==> config.mk <==
export PLATFORM = sky130hd
export DESIGN_NAME = adc_frame_ctrl
export DESIGN_NICKNAME = d
export VERILOG_FILES = /design/src/rtl/adc_rd_pkg.sv /design/src/rtl/adc_sclk_div.sv /design/src/rtl/adc_rx_shift.sv /design/src/rtl/adc_frame_ctrl.sv
export SDC_FILE = /design/constraint.sdc
export NUM_CORES = 1
export LEC_CHECK = 0
export ABC_AREA = 1
export BUFFER_PORTS_ARGS = -buffer_cell sky130_fd_sc_hd__buf_2
export CAP_MARGIN = 5
export CORE_MARGIN = 8
export CORE_UTILIZATION = 62
export DETAILED_ROUTE_END_ITERATION = 7
export PLACE_DENSITY = 0.93
export SETUP_SLACK_MARGIN = 0.05
export SKIP_LAST_GASP = 1
export SLEW_MARGIN = 40
export SYNTH_ARGS = -nofsm -noshare
export SYNTH_HDL_FRONTEND = slang
export SYNTH_HIERARCHICAL = 1
export SYNTH_SLANG_ARGS = --single-unit
==> constraint.sdc <==
create_clock -name clk -period 2.54 [get_ports clk]
set_input_delay 0.508 -clock clk [delete_from_list [all_inputs] [get_ports clk]]
set_output_delay 0.508 -clock clk [all_outputs]
set_load 0.01 [all_outputs]
==> src/rtl/adc_rd_pkg.sv <==
// Package: shared types for the serial ADC read controller.
// Assumes: nothing beyond IEEE 1800-2017.
package adc_rd_pkg;

    // Controller sequence: idle, strobe-high acquisition, serial frame.
    typedef enum logic [1:0] {
        ST_IDLE  = 2'd0,
        ST_ACQ   = 2'd1,
        ST_FRAME = 2'd2
    } ctrl_state_e;

endpackage

==> src/rtl/adc_sclk_div.sv <==
// Module: serial clock divider.
// Generates a serial clock whose high and low phases each last HALF_CYC
// system cycles while run_i is high. The clock starts in its low phase.
// It reports the system cycle in which each rising or falling transition
// is registered.
// Assumes: HALF_CYC >= 1; run_i is low when no frame is active.
module adc_sclk_div #(
    parameter int HALF_CYC = 2
) (
    input  logic clk,
    input  logic rst_n,
    input  logic run_i,
    output logic sclk_o,
    output logic rise_o,
    output logic fall_o
);
    localparam int CW = $clog2(HALF_CYC + 1);

    logic [CW-1:0] phase_cnt;
    logic          sclk_q;
    logic          edge_due;

    // Phase boundary reached on this cycle.
    assign edge_due = run_i && (phase_cnt == CW'(HALF_CYC - 1));
    assign rise_o   = edge_due && !sclk_q;
    assign fall_o   = edge_due && sclk_q;
    assign sclk_o   = sclk_q;

    // Count system cycles in the current phase and toggle at its end.
    always_ff @(posedge clk) begin
        if (!rst_n || !run_i) begin
            phase_cnt <= '0;
            sclk_q    <= 1'b0;
        end else if (edge_due) begin
            phase_cnt <= '0;
            sclk_q    <= ~sclk_q;
        end else begin
            phase_cnt <= phase_cnt + 1'b1;
        end
    end

    // the clock rests low whenever no frame is running.
    a_r4_rest_low: assert property (@(posedge clk) disable iff (!rst_n)
        !run_i |=> !sclk_q);

    // a transition lands only where a phase boundary was flagged.
    a_r4_edge_flagged: assert property (@(posedge clk) disable iff (!rst_n)
        (sclk_q != $past(sclk_q)) |-> $past(rise_o || fall_o));

endmodule

==> src/rtl/adc_rx_shift.sv <==
// Module: frame receiver.
// Counts serial-clock rises in a frame. At every rise it samples the data
// line, which still carries the bit produced by the previous rise. Samples
// at rises 2..LEAD+1 are leading bits that must be zero. The next DW
// samples are shifted in MSB first.
// Assumes: clear_i pulses before each frame; rise_i is one cycle per rise.
module adc_rx_shift #(
    parameter int FRAME_CLKS = 16,
    parameter int LEAD       = 3,
    parameter int DW         = 12
) (
    input  logic                                clk,
    input  logic                                rst_n,
    input  logic                                clear_i,
    input  logic                                rise_i,
    input  logic                                sdi_i,
    output logic [DW-1:0]                       data_o,
    output logic                                lead_err_o,
    output logic [$clog2(FRAME_CLKS + 1)-1:0]   rises_o
);
    localparam int CNTW = $clog2(FRAME_CLKS + 1);

    logic [CNTW-1:0] rise_cnt;
    logic [DW-1:0]   shreg;
    logic            err_q;
    logic            in_lead;
    logic            in_data;

    // Classify the sample by how many rises preceded it in this frame.
    assign in_lead = (rise_cnt >= CNTW'(1)) && (rise_cnt <= CNTW'(LEAD));
    assign in_data = (rise_cnt > CNTW'(LEAD)) && (rise_cnt <= CNTW'(LEAD + DW));

    // Count rises, check leading bits and shift in data bits.
    always_ff @(posedge clk) begin
        if (!rst_n || clear_i) begin
            rise_cnt <= '0;
            shreg    <= '0;
            err_q    <= 1'b0;
        end else if (rise_i) begin
            rise_cnt <= rise_cnt + 1'b1;
            if (in_lead) begin
                err_q <= err_q | sdi_i;
            end else if (in_data) begin
                shreg <= {shreg[DW-2:0], sdi_i};
            end
        end
    end

    assign data_o     = shreg;
    assign lead_err_o = err_q;
    assign rises_o    = rise_cnt;

    // the rise count never passes one frame.
    a_r4_count_cap: assert property (@(posedge clk) disable iff (!rst_n)
        rise_cnt <= CNTW'(FRAME_CLKS));

endmodule

==> src/rtl/adc_frame_ctrl.sv <==
// Module: serial ADC read controller (top).
// A start request raises the conversion strobe. The rising strobe wakes
// the converter and begins acquisition. After ACQ_CYCLES system cycles the
// strobe falls, and one FRAME_CLKS-pulse serial frame follows. At the end
// of the last high phase the result and the leading-bit error are loaded
// and valid pulses for one cycle.
// Assumes: dout_i changes shortly after each sclk_o rise and holds past
// the next rise; DIV_HALF gives the converter enough setup time.
module adc_frame_ctrl #(
    parameter int DIV_HALF   = 2,
    parameter int ACQ_CYCLES = 8,
    parameter int FRAME_CLKS = 16,
    parameter int LEAD       = 3,
    parameter int DW         = 12
) (
    input  logic          clk,
    input  logic          rst_n,
    input  logic          start_i,
    output logic          busy_o,
    output logic          valid_o,
    output logic [DW-1:0] result_o,
    output logic          err_o,
    output logic          cnvst_o,
    output logic          sclk_o,
    input  logic          dout_i
);
    import adc_rd_pkg::*;

    localparam int ACQW = $clog2(ACQ_CYCLES + 1);
    localparam int CNTW = $clog2(FRAME_CLKS + 1);

    ctrl_state_e     state;
    logic [ACQW-1:0] acq_cnt;
    logic            cnvst_q;
    logic            busy_q;
    logic            valid_q;
    logic [DW-1:0]   result_q;
    logic            err_q;
    logic            sclk_rise;
    logic            sclk_fall;
    logic            run_clk;
    logic            accept;
    logic            frame_end;
    logic [DW-1:0]   rx_data;
    logic            rx_err;
    logic [CNTW-1:0] rx_rises;

    assign run_clk   = (state == ST_FRAME);
    assign accept    = (state == ST_IDLE) && start_i;
    assign frame_end = run_clk && sclk_fall && (rx_rises == CNTW'(FRAME_CLKS));

    adc_sclk_div #(.HALF_CYC(DIV_HALF)) u_div (
        .clk    (clk),
        .rst_n  (rst_n),
        .run_i  (run_clk),
        .sclk_o (sclk_o),
        .rise_o (sclk_rise),
        .fall_o (sclk_fall)
    );

    adc_rx_shift #(.FRAME_CLKS(FRAME_CLKS), .LEAD(LEAD), .DW(DW)) u_rx (
        .clk        (clk),
        .rst_n      (rst_n),
        .clear_i    (accept),
        .rise_i     (sclk_rise),
        .sdi_i      (dout_i),
        .data_o     (rx_data),
        .lead_err_o (rx_err),
        .rises_o    (rx_rises)
    );

    // Sequence strobe, acquisition timing, frame completion and outputs.
    always_ff @(posedge clk) begin
        if (!rst_n) begin
            state    <= ST_IDLE;
            acq_cnt  <= '0;
            cnvst_q  <= 1'b0;
            busy_q   <= 1'b0;
            valid_q  <= 1'b0;
            result_q <= '0;
            err_q    <= 1'b0;
        end else begin
            valid_q <= 1'b0;
            unique case (state)
                ST_IDLE: begin
                    if (start_i) begin
                        cnvst_q <= 1'b1;
                        busy_q  <= 1'b1;
                        acq_cnt <= '0;
                        state   <= ST_ACQ;
                    end
                end
                ST_ACQ: begin
                    if (acq_cnt == ACQW'(ACQ_CYCLES - 1)) begin
                        cnvst_q <= 1'b0;
                        state   <= ST_FRAME;
                    end else begin
                        acq_cnt <= acq_cnt + 1'b1;
                    end
                end
                ST_FRAME: begin
                    if (frame_end) begin
                        result_q <= rx_data;
                        err_q    <= rx_err;
                        valid_q  <= 1'b1;
                        busy_q   <= 1'b0;
                        state    <= ST_IDLE;
                    end
                end
                default: state <= ST_IDLE;
            endcase
        end
    end

    assign busy_o   = busy_q;
    assign valid_o  = valid_q;
    assign result_o = result_q;
    assign err_o    = err_q;
    assign cnvst_o  = cnvst_q;

    // no serial clock while the strobe is high.
    a_r3_quiet_in_acq: assert property (@(posedge clk) disable iff (!rst_n)
        cnvst_q |-> !sclk_o);

    // the serial clock only toggles during a conversion.
    a_r4_clock_when_busy: assert property (@(posedge clk) disable iff (!rst_n)
        sclk_o |-> busy_q);

    // valid is a single-cycle pulse.
    a_r6_valid_single: assert property (@(posedge clk) disable iff (!rst_n)
        valid_q |=> !valid_q);

    // busy is already low in the valid cycle.
    a_r6_valid_not_busy: assert property (@(posedge clk) disable iff (!rst_n)
        valid_q |-> !busy_q);

    // the strobe rises only after a start request from idle.
    a_r2_strobe_on_start: assert property (@(posedge clk) disable iff (!rst_n)
        $rose(cnvst_q) |-> $past(start_i && !busy_q));

endmodule

---- Word-level counts from Yosys, hierarchy flattened ----
Cells that the tools add are included.
storage, ports and cells
  bits in registers ....................... 43
  bits in latches ......................... 0
  bits in writable memories ............... 0
  memory bits (read-only) ................. 0
  input port bits ......................... 4
  word-level logic and storage cells ...... 69
  memories kept ........................... 0
operators by class
  add/subtract/negate cells ............... 3
  multiply operators ...................... 0
  divide/modulo/power cells ............... 0
  order comparisons ....................... 4
  equal/unequal tests ..................... 9
  shifts and indexed selects .............. 0
  mux-type cells .......................... 13
  bitwise operators ....................... 3
  reduce and logical (&&, ||, !) cells .... 25
operator list
  kind                                                               number
  AND reduction 3 bit                                                5
  logical AND 1 bit                                                  8
  2-to-1 mux 4 bit                                                   2
  one-hot mux 4 bit (2 select lines)                                 1
  2-to-1 mux 2 bit                                                   3
  != test 2 bit, second input constant                               3
  one-hot mux 2 bit (3 select lines)                                 1
  AND reduction 2 bit                                                3
  adder 5 x 1 -> 5 bit, second input constant                        1
  equality test 5 bit, second input constant                         1
  greater-or-equal comparator 5 x 1 -> 1 bit, second input constant  1
  > comparator 5 x 2 -> 1 bit, second input constant                 1
  <= comparator 5 x 2 -> 1 bit, second input constant                1
  <= comparator 5 x 4 -> 1 bit, second input constant                1
  adder 4 x 1 -> 4 bit, second input constant                        1
  equality test 2 x 1 -> 1 bit, second input constant                2
  equality test 4 x 3 -> 1 bit, second input constant                1
  2-to-1 mux 1 bit                                                   4
  one-hot mux 1 bit (2 select lines)                                 2
  nonzero test 2 bit                                                 2
  logical NOT 1 bit                                                  3
  adder 2 x 1 -> 2 bit, second input constant                        1
  equality test 2 bit, second input constant                         1
  logical NOT 2 bit                                                  1
  5 further kinds                                                    7

---- Depth between registers and ports, before layout ----
Gate-level depths: netlist of the first run.
  word-level depth ........................ 7
  mapped depth ............................ 12
  depth with buffers taken out ............ 11

---- Hierarchy ----
Netlist of the first run, hierarchy kept.
modules (own cells, without submodules)
  module          times used  cells each  area an instance (µm²)  sequential area each (µm²)
  adc_rx_shift    1           140         1049.8                  360.3
  adc_frame_ctrl  1           117         864.6                   440.4
  adc_sclk_div    1           17          126.4                   60.1

---- Least setup slack after synthesis of the first run ----
No wires, ideal clock.
  path type ............................... register to register
  start point ............................. register u_rx.rise_cnt[0], in the netlist u_rx/rises_o[0]
  end point ............................... register u_rx.shreg[10], in the netlist u_rx/data_o[10]
  setup time .............................. 0.110 ns
  arrival ................................. 1.409 ns
  data required time ...................... 2.430 ns
  setup slack ............................. 1.021 ns
  stages on the path, launching flop included .. 12
  cell sequence ........................... dfxtp_1 -> ha_1 -> inv_1 -> nor2_1 -> ha_1 -> nor2_1 -> nand2_2 -> nand3_2 -> buf_6 -> nand2_1 -> inv_1 -> nor2_2
on the way
  cells in the longest elaborated chain, start to end .. 4
  elaborated cells on any way between the ends .. 8
  those cells by class .................... 4 x order compare; 1 x bitwise; 3 x reduce/logical
RTL lines
  what                                                                                               RTL line            source
  start: declaration                                                                                 adc_rx_shift.sv:23  logic [CNTW-1:0] rise_cnt;
  start signal: assignment                                                                           adc_rx_shift.sv:40  rise_cnt <= rise_cnt + 1'b1;
  greater-or-equal comparator 5 x 1 -> 1 bit / <= comparator 5 x 2 -> 1 bit (equally long branches)  adc_rx_shift.sv:30  assign in_lead = (rise_cnt >= CNTW'(1)) && (rise_cnt <= CNTW'(LEAD));
  logical AND 1 bit                                                                                  adc_rx_shift.sv:30
  NOT 1 bit (no source line)                                                                         -
  AND reduction 3 bit (no source line) *                                                             -
  end signal: assignment                                                                             adc_rx_shift.sv:44  shreg <= {shreg[DW-2:0], sdi_i};
  end: declaration                                                                                   adc_rx_shift.sv:24  logic [DW-1:0] shreg;
Every way passes the cells marked *; elsewhere a longest branch is shown, timed or not.
A chain may end at the register's enable or synchronous reset.

---- Worst setup path in the final report of the first run ----
  start point ............................. register u_rx.rise_cnt[0], in the netlist u_rx/rises_o[0]
  end point ............................... register u_rx.shreg[8], in the netlist u_rx/data_o[8]
The elaborated chain is that of the path after synthesis.

==> reports/qor.yml, run 1 <==
routing:
  ant_nets: 0
  finalWirelength_um: 3835
  drc: 0
  wl_per_cell_um: 11.21
  route.vias.total: 1671
  routed_via_density: 4.886
  dr.first_iter.drc_count: 183
  firstDrtPassIters: 4
place:
  gp_congestion: 0.9767
  dp_cells: 334
  placed_area_um2: 2128
  hpwl_um: 2730
  place.port_buffers: 20
critical_path:
  crit_buf_inv: 2
  setup.worst_path.class: "reg2reg"
  reg2reg_slack_ns: 0.47
  cp-end-kind: "flop"
  reg2reg_from: "u_rx/rises_o[0]$_SDFFE_PP0P_"
  crit_chain: "ha_1, inv_1, nor2_1, ha_1, nor2_1, nand2_2, nand3_2, nand2_1, inv_1, nor2_2"
  crit_required_ns: 2.85
  arrival_ns: 2.37
  crit_family: "simple AND/OR/NAND/NOR gates"
  crit_slowest_cell: "dfxtp_1"
  slowest_delay_ns: 0.48
  cp-start-kind: "flop"
  r2r-end: "u_rx/data_o[8]$_SDFFE_PP0P_"
  reg2regPathDepth: 10
  cp-startpoint: "u_rx/rises_o[0]$_SDFFE_PP0P_"
  cp_max_fo: 13
synth:
  ys_seq_elements: 43
  avgSynthCellArea_um2: 7.448
  syn_area_um2: 2041
  synth_warnings: 6
  yosysSeqAreaShare: 0.4218
  netlist-cell-type-count: 21
  synthCells: 274
  synth_fp_nets: 283
die:
  start_util: 0.6263
  fp.dieH_um: 73.37
  ios: 21
  die_x_um: 73.37
  rows: 21
  core_um2: 3258
  dieArea_um2: 5383
hold_path:
  min_path_type: "reg2reg"
  holdPathStages: 2
  holdPathEnd: "u_rx/lead_err_o$_SDFFE_PP0P_"
  min_from: "u_rx/lead_err_o$_SDFFE_PP0P_"
pwr:
  pwr-share-comb: 0.052
  p_leak_nw: 0.9671
  p_total_mw: 1.282
  switching_share: 0.2113
  switching_power_mw: 0.2708
  max-vdd-ir-drop_uv: 363.7
  p_per_area_nw_per_um2: 574.9
  clkPwrFrac: 0.414
  p_int_mw: 1.011
  p_seq_frac: 0.534
global_route:
  antenna_found_initial: 0
  use_met1: 0.1747
  grt_pass1_wl_um: 6486
  grt_pass1_vias: 1522
  gr-usage-met3: 0.04502
  met2_usage: 0.2612
  grt_max_degree: 19
  grt-ovfl-total: 0
  grt_usage: 0.1544
  grt_busiest_layer: "met2"
cts:
  cts_sinks: 43
  cts_tree: "built"
  clk_pin_slew_ns: 0.12
  hold_buffers: 0
  cts_buffers: 5
  clk_latency_ns: 0.36
  post_cts_resized: 0
  cts_setup_buffers: 0
  cts_max_level: 2
  clock-root-buffer: "clkbuf_4"
  clockBufferDepth: 2
layout:
  syn2layout_area_growth_pct: 9.258
  postLayoutCellArea_um2: 2230
  instances_no_fill: 342
  drive_gt1_frac: 0.2331
  nets: 304
  final_core_util: 0.6843
  diodes: 0
status:
  status: "completed"
timing:
  fin_skew_ns: 0.006408
  finalCritPeriodShare: 0.8135
  slew_headroom: 0.7496
  period_needed_ns: 2.066
  max_freq_ghz: 0.4840
  rsz0062_at_grt: "no"
  hold_viol: 0
  worstMarginPinSlew_ns: 0.3747
  finalSetupViolCount: 0
  tns_ns: 0
  drv_slew: 0
flow_run:
  cap_viol_max_count: 0
## per-stage QoR
stage	worst slack (ns)	hold slack (ns)
6_report	0.4737	0.4598
5_1_grt	0.2728	0.4441
4_1_cts	0.4795	0.4457
3_5_place_dp	0.5144	0.4407
3_3_place_gp	0.6530	0.4170
2_1_floorplan	1.021	0.4070
## layout make-up
type,instances,area (um2)
inverters,49,183.9
repair buffers,22,115.1
well taps,46,57.56
clock inverters,2,60.06
clock buffers,6,41.29
multi-input cells,174,910.9
flip-flops and latches,43,860.8
fillers,270,1028
## state kept, by name, summed over array words and instances, names as in the netlist
register / cells
result_o: 12
u_rx/lead_err_o: 1
busy_o: 1
cnvst_o: 1
err_o: 1
valid_o: 1
acq_cnt: 4
state: 2
u_div/phase_cnt: 2
u_rx/rises_o: 5
u_rx/data_o: 12
u_div/sclk_o: 1
## cells in the final DEF, fill, tap and decap left out
cell,count
a22oi_1,1
o21ai_0,18
ha_1,5
inv_1,48
nand3_2,11
buf_2,20
nand2_2,13
inv_2,1
nand4_1,2
nor2_2,13
buf_4,2
nor3_1,4
nor2_1,45
nor2_4,2
nand2_1,39
bufinv_16,2
a21boi_0,1
a21oi_1,12
nand3_1,8
dfxtp_1,43
clkbuf_4,5
clkbuf_1,1
## worst register-to-register path, stage by stage (launching register included)
cell and delay [ns]:
dfxtp_1 0.48, ha_1 0.26, inv_1 0.09, nor2_1 0.11, ha_1 0.15, nor2_1 0.05
nand2_2 0.28, nand3_2 0.30, nand2_1 0.13, inv_1 0.06, nor2_2 0.10
## cell families (layout without fill, tap and decap cells)
logic type	after synthesis	after routing	share of synthesized area
compound gates	32	32	0.08094
fa+ha+maj	5	5	0.03066
buf+inv	57	79	0.1318
flops	43	43	0.4218
simple gates	137	137	0.3348
## metal layers
metal | vias up | share of wire | routed length [um]
met5 | - | 0 | 0
met4 | 0 | 0.022 | 83
met3 | 8 | 0.055 | 211
met2 | 38 | 0.48 | 1842
met1 | 748 | 0.44 | 1698
li1 | 877 | - | -
## cells in the mapped netlist
cell      count  area share
nand3_1       8       0.020
nor2_4        2       0.011
buf_6         5       0.028
nand2_1      39       0.072
nand4_1       2      0.0061
nand2_2      13       0.040
nor3_1        4      0.0098
nor2_2       13       0.040
nand3_2      11       0.054
inv_1        48       0.088
a21boi_0      1      0.0037
buf_1         1      0.0018
nor2_1       45       0.083
o21ai_0      18       0.044
inv_2         1      0.0018
buf_2         1      0.0025
a22oi_1       1      0.0037
ha_1          5       0.031
a21oi_1      12       0.029
buf_12        1      0.0098
dfxtp_1      43        0.42
## power groups by stage
stage	clock (mW)	sequential (mW)	combinational, mW
global route	0.567	0.686	0.0762
CTS	0.537	0.685	0.0661
finish	0.531	0.685	0.0665
floorplan	0	0.701	0.0486
detailed placement	0	0.700	0.0649
global placement	0	0.700	0.0628
## worst max-delay path by stage
stage	to	slack, ns	depth (start not counted)
after floorplan	u_rx/data_o[10]$_SDFFE_PP0P_	1.02	11
after global placement	u_rx/data_o[10]$_SDFFE_PP0P_	0.65	10
after detailed placement	u_rx/data_o[8]$_SDFFE_PP0P_	0.51	10
after CTS	u_rx/data_o[8]$_SDFFE_PP0P_	0.48	10
after global routing	u_rx/data_o[9]$_SDFFE_PP0P_	0.27	10
final	u_rx/data_o[8]$_SDFFE_PP0P_	0.47	10
No activity file was read; power rests on OpenSTA's default activity.
==> run 2, diff against run 1 <==
--- a/config.mk
+++ b/config.mk
@@ -9,9 +9,9 @@
 export BUFFER_PORTS_ARGS = -buffer_cell sky130_fd_sc_hd__buf_2
 export CAP_MARGIN = 5
 export CORE_MARGIN = 8
-export CORE_UTILIZATION = 62
+export CORE_UTILIZATION = 52
 export DETAILED_ROUTE_END_ITERATION = 7
-export PLACE_DENSITY = 0.93
+export PLACE_DENSITY = 0.85
 export SETUP_SLACK_MARGIN = 0.05
 export SKIP_LAST_GASP = 1
 export SLEW_MARGIN = 40
==> constraint.sdc (replaced) <==
create_clock -name clk -period 1.7 [get_ports clk]
set_input_delay 0.34 -clock clk [delete_from_list [all_inputs] [get_ports clk]]
set_output_delay 0.34 -clock clk [all_outputs]
set_load 0.01 [all_outputs]
==> run 2 against run 1 <==
Against the previous run: routed wire length is 3.3% higher; flip-flop and latch count stayed put; register-to-register slack worse by 0.28 ns; first-iteration DRC count is 37% lower; global-route usage is 2.6 points lower; clock skew is 0.0022 ns higher; cell count is 2.3% higher; critical path type unchanged; largest cell class unchanged; sequential share of layout area is 2.2 points lower; via count is 1.6% higher; largest power group unchanged; combinational power is 58% higher; worst hold slack worse by 0.12 ns.
==> reports/qor.yml, run 2 (same netlist as run 1, synthesis figures left out) <==
timing:
  drv_slew: 0
  rsz0062_at_grt: "no"
  hold_viol: 0
  tns_ns: 0
  worstMarginPinSlew_ns: 0.3687
  whs_ns: 0.3395
  finalCritPeriodShare: 0.8861
  finalSetupViolCount: 0
  max_freq_ghz: 0.6638
  slew_headroom: 0.7533
  fin_skew_ns: 0.008569
  period_needed_ns: 1.506
die:
  dieArea_um2: 6185
  fp.dieH_um: 78.65
  rows: 22
  start_util: 0.5492
  ios: 21
  die_x_um: 78.65
  core_um2: 3716
cts:
  cts_buffers: 5
  clockBufferDepth: 2
  clk_latency_ns: 0.30
  cts_max_level: 2
  clock-root-buffer: "clkbuf_8"
  clk_pin_slew_ns: 0.08
  cts_sinks: 43
  cts_tree: "built"
  hold_buffers: 0
status:
  status: "completed"
critical_path:
  cp_max_fo: 11
  arrival_ns: 1.71
  cp-end-kind: "flop"
  crit_required_ns: 1.90
  cp-start-kind: "flop"
  reg2regPathDepth: 10
  setup.worst_path.class: "reg2reg"
  reg2reg_slack_ns: 0.19
layout:
  final_cell_mix: "inv_1, nor2_1, dfxtp_1"
  fill_cells: 306
  diodes: 0
  drive_gt1_frac: 0.2616
  nets: 310
  syn2layout_area_growth_pct: 16.00
  final_core_util: 0.6370
  instances_no_fill: 350
  final_common_cell: "inv_1"
global_route:
  antenna_found_initial: 0
  grt_max_degree: 19
  grt_usage: 0.1280
  grt_pass1_wl_um: 6423
  grt_pass1_vias: 1496
  grt-ovfl-total: 0
routing:
  ant_nets: 0
  route.vias.total: 1698
  drc: 0
  finalWirelength_um: 3963
  routed_via_density: 4.851
  firstDrtPassIters: 4
  wl_per_cell_um: 11.32
  dr.first_iter.drc_count: 116
pwr:
  pwr-share-comb: 0.051
  p_int_mw: 1.641
  p_seq_frac: 0.495
  p_per_area_nw_per_um2: 871.9
  switching_power_mw: 0.4233
  max-vdd-ir-drop_uv: 572.2
  switching_share: 0.2051
  clkPwrFrac: 0.454
  p_leak_nw: 1.027
place:
  hpwl_um: 2689
  gp_congestion: 0.9177
  place.port_buffers: 20
  dp_cells: 339
hold_path:
  min_path_type: "in2reg"
  holdPathStages: 3
flow_run:
  cap_viol_max_count: 0
run 2: cell count changes in the layout (fill, tap and decap cells not counted), sizes merged:
cell      change
clkbuf        -1
buf           +5
nand2         +1
clkinvlp      +1
run 2: routing by layer:
| layer | up-vias | wire (um) | global-route usage |
|---|---|---|---|
| met5 | - | 0 | 0 |
| met4 | 0 | 111 | 0.07222 |
| met3 | 9 | 252 | 0.04328 |
| met2 | 44 | 1784 | 0.2005 |
| met1 | 754 | 1815 | 0.1498 |
| li1 | 891 | - | - |
run 2: what timing repair did:
action | 4_1_cts | 5_1_grt
hold endpoints to repair | 0 | 0
setup endpoints to repair | 0 | 25
setup buffers | 0 | 2
gates resized for setup | 0 | 11
run 2: final timing paths:
check	startpoint	end
hold reg to reg	u_div/phase_cnt[0]$_SDFF_PP0_	u_div/phase_cnt[0]$_SDFF_PP0_
setup reg to reg	u_rx/rises_o[0]$_SDFFE_PP0P_	u_rx/data_o[1]$_SDFFE_PP0P_
setup / recovery	u_rx/rises_o[0]$_SDFFE_PP0P_	u_rx/data_o[1]$_SDFFE_PP0P_
hold / removal	dout_i	u_rx/lead_err_o$_SDFFE_PP0P_
run 2: cell type report:
cell class	instances	area, um2	share of cell area
clock inverter	3	67.56	0.02854
inverter	49	188.9	0.07981
clock buffer	5	68.82	0.02907
sequential	43	860.8	0.3636
tap	48	60.06	0.02537
timing repair buffer	27	181.4	0.07664
multi-input combinational	175	939.7	0.3969
run 2: through the flow:
| step | worst slack (ns) | power [mW] | instance area [um2] |
|---|---|---|---|
| 6_report | 0.1936 | 2.064 | 2367 |
| 5_1_grt | 0.04626 | 2.127 | 2367 |
| 4_1_cts | 0.07374 | 2.075 | 2302 |
| 3_5_place_dp | 0.09692 | 1.149 | 2166 |
| 3_3_place_gp | 0.1781 | 1.146 | 2166 |
| 2_1_floorplan | 0.1815 | 1.120 | 2041 |
run 2: worst max-delay path, cell delays in order, from the launching register on:
cell,delay [ns]
dfxtp_1,0.33
ha_1,0.22
inv_2,0.06
nor2_1,0.10
ha_1,0.16
nor2_2,0.04
nand2_2,0.10
buf_6,0.18
nand3_1,0.10
nand2_1,0.07
nor2_1,0.04
run 2: power groups by stage:
| stage | clock (mW) | sequential [mW] | combinational (mW) |
|---|---|---|---|
| after floorplan | 0 | 1.05 | 0.0727 |
| after global placement | 0 | 1.05 | 0.100 |
| after detailed placement | 0 | 1.05 | 0.103 |
| after CTS | 0.949 | 1.02 | 0.104 |
| after global routing | 0.986 | 1.02 | 0.117 |
| final | 0.937 | 1.02 | 0.105 |
==> run 3, diff against run 2 <==
--- a/config.mk
+++ b/config.mk
@@ -10,8 +10,10 @@
 export CAP_MARGIN = 5
 export CORE_MARGIN = 8
 export CORE_UTILIZATION = 52
+export CTS_CLUSTER_DIAMETER = 50
 export DETAILED_ROUTE_END_ITERATION = 7
 export PLACE_DENSITY = 0.85
+export RECOVER_POWER = 100
 export SETUP_SLACK_MARGIN = 0.05
 export SKIP_LAST_GASP = 1
 export SLEW_MARGIN = 40
==> run 3 against run 2 <==
Against the previous run: die area did not move; maximum frequency down 3.0%; worst hold slack worse by 0.0068 ns; sequential power about the same; flip-flop and latch count did not move; critical path depth did not move; count of clock-buffer cells in the layout stayed put; non-clock buffer count did not move.
==> reports/qor.yml, run 3 (same netlist as run 1, synthesis figures left out) <==
pwr:
  max-vdd-ir-drop_uv: 572.0
  p_seq_frac: 0.496
  switching_power_mw: 0.4236
  p_per_area_nw_per_um2: 884.9
  switching_share: 0.2054
  p_leak_nw: 0.9540
  clkPwrFrac: 0.455
  pwr-share-comb: 0.050
  p_int_mw: 1.639
critical_path:
  crit_chain: "ha_1, inv_1, nor2_1, ha_1, nor2_2, nand2_2, buf_6, nand3_1, nand2_2, nor2_2"
  arrival_ns: 1.80
  cp_max_fo: 11
  cp.depth: 10
  cp-start-kind: "flop"
  crit_family: "simple AND/OR/NAND/NOR gates"
  crit_slowest_cell: "dfxtp_1"
  reg2regPathDepth: 10
  setup.worst_path.class: "reg2reg"
  slowest_delay_ns: 0.31
  cp-end-kind: "flop"
  crit_required_ns: 1.94
  crit_buf_inv: 2
die:
  core_um2: 3716
  rows: 22
  start_util: 0.5492
  die_x_um: 78.65
  fp.dieH_um: 78.65
  dieArea_um2: 6185
  ios: 21
global_route:
  grt_usage: 0.1280
  grt-ovfl-total: 0
  gr-usage-met3: 0.04328
  grt_busiest_layer: "met2"
  use_met1: 0.1498
  grt_pass1_vias: 1496
  grt_max_degree: 19
  antenna_found_initial: 0
  grt_pass1_wl_um: 6423
  met2_usage: 0.2005
timing:
  slew_headroom: 0.7520
  finalCritPeriodShare: 0.9138
  max_freq_ghz: 0.6438
  fin_skew_ns: 0.008363
  hold_viol: 0
  fin_ws_ns: 0.1466
  tns_ns: 0
  finalSetupViolCount: 0
  drv_slew: 0
  rsz0062_at_grt: "no"
  worstMarginPinSlew_ns: 0.3706
  period_needed_ns: 1.553
routing:
  routed_via_density: 4.843
  wl_per_cell_um: 11.37
  ant_nets: 0
  route.vias.total: 1695
  drc: 0
  firstDrtPassIters: 4
  finalWirelength_um: 3980
  dr.first_iter.drc_count: 137
cts:
  clk_latency_ns: 0.30
  cts_buffers: 5
  clock-root-buffer: "clkbuf_8"
  hold_buffers: 0
  clk_pin_slew_ns: 0.08
  cts_tree: "built"
  cts_max_level: 2
  clockBufferDepth: 2
  cts_sinks: 43
status:
  status: "completed"
hold_path:
  holdPathStages: 3
  min_path_type: "in2reg"
layout:
  nets: 310
  syn2layout_area_growth_pct: 14.22
  fill_cells: 318
  final_common_cell: "inv_1"
  drive_gt1_frac: 0.1921
  final_cell_mix: "inv_1, nor2_1, dfxtp_1"
  diodes: 0
place:
  post-place-ws_ns: 0.09692
  gp_congestion: 0.9177
  hpwl_um: 2689
  place.port_buffers: 20
flow_run:
  cap_viol_max_count: 0
-- run 3: cell types whose count changed in the layout (fill, tap and decap cells not counted), moves of 2 or more --
cell | previous run | this run
nand3_1 | 8 | 10
clkbuf_1 | 0 | 17
buf_2 | 20 | 3
nand3_2 | 10 | 8
-- run 3: worst register-to-register path: stages, from the launching register on --
cell and delay [ns]:
dfxtp_1 0.31, ha_1 0.23, inv_1 0.10, nor2_1 0.05, ha_1 0.18, nor2_2 0.11
nand2_2 0.10, buf_6 0.16, nand3_1 0.12, nand2_2 0.06, nor2_2 0.07
-- run 3: area by class of cell --
class,instances,area [um2],share of cell area
inverters,49,186.4,0.07998
well taps,48,60.06,0.02576
multi-input cells,175,927.1,0.3977
flip-flops and latches,43,860.8,0.3693
repair buffers,27,160.2,0.06871
clock buffers,5,68.82,0.02952
clock inverters,3,67.56,0.02899
-- run 3: final timing paths --
kind                                  from                       endpoint  slack (ns)
max reg2reg   u_rx/rises_o[0]$_SDFFE_PP0P_    u_rx/data_o[4]$_SDFFE_PP0P_        0.15
min reg2reg  u_div/phase_cnt[0]$_SDFF_PP0_  u_div/phase_cnt[0]$_SDFF_PP0_        0.43
max           u_rx/rises_o[0]$_SDFFE_PP0P_    u_rx/data_o[4]$_SDFFE_PP0P_        0.15
min                                 dout_i   u_rx/lead_err_o$_SDFFE_PP0P_        0.33
-- run 3: through the flow --
| step | instances | hold WS (ns) | utilization | power [mW] | cell area [um2] |
|---|---|---|---|---|---|
| final | 350 | 0.3327 | 0.6273 | 2.063 | 2331 |
| after global routing | 350 | 0.3644 | 0.6273 | 2.125 | 2331 |
| after CTS | 347 | 0.3294 | 0.6195 | 2.075 | 2302 |
| after detailed placement | 339 | 0.4299 | 0.5828 | 1.149 | 2166 |
| after global placement | 339 | 0.4138 | 0.5828 | 1.146 | 2166 |
| after floorplan | 274 | 0.4070 | - | 1.120 | 2041 |
-- run 3: power groups by stage --
| stage | Combinational [mW] | Sequential (mW) | Clock (mW) |
|---|---|---|---|
| 2_1_floorplan | 0.0727 | 1.05 | 0 |
| 3_5_place_dp | 0.103 | 1.05 | 0 |
| 3_3_place_gp | 0.100 | 1.05 | 0 |
| 6_report | 0.102 | 1.02 | 0.938 |
| 4_1_cts | 0.104 | 1.02 | 0.949 |
| 5_1_grt | 0.115 | 1.02 | 0.986 |
-- run 3: per-layer routing --
metal  vias up  share of wire
met2        35           0.45
met1       763           0.46
met3         7          0.060
met4         0          0.024
li1        890              -
met5         -              0
-- run 3: what timing repair did --
| item | 4_1_cts | 5_1_grt |
|---|---|---|
| endpoints found under the hold margin | 0 | 0 |
| gates resized for setup | 0 | 11 |
| setup endpoints to repair | 0 | 25 |
| setup buffers | 0 | 2 |
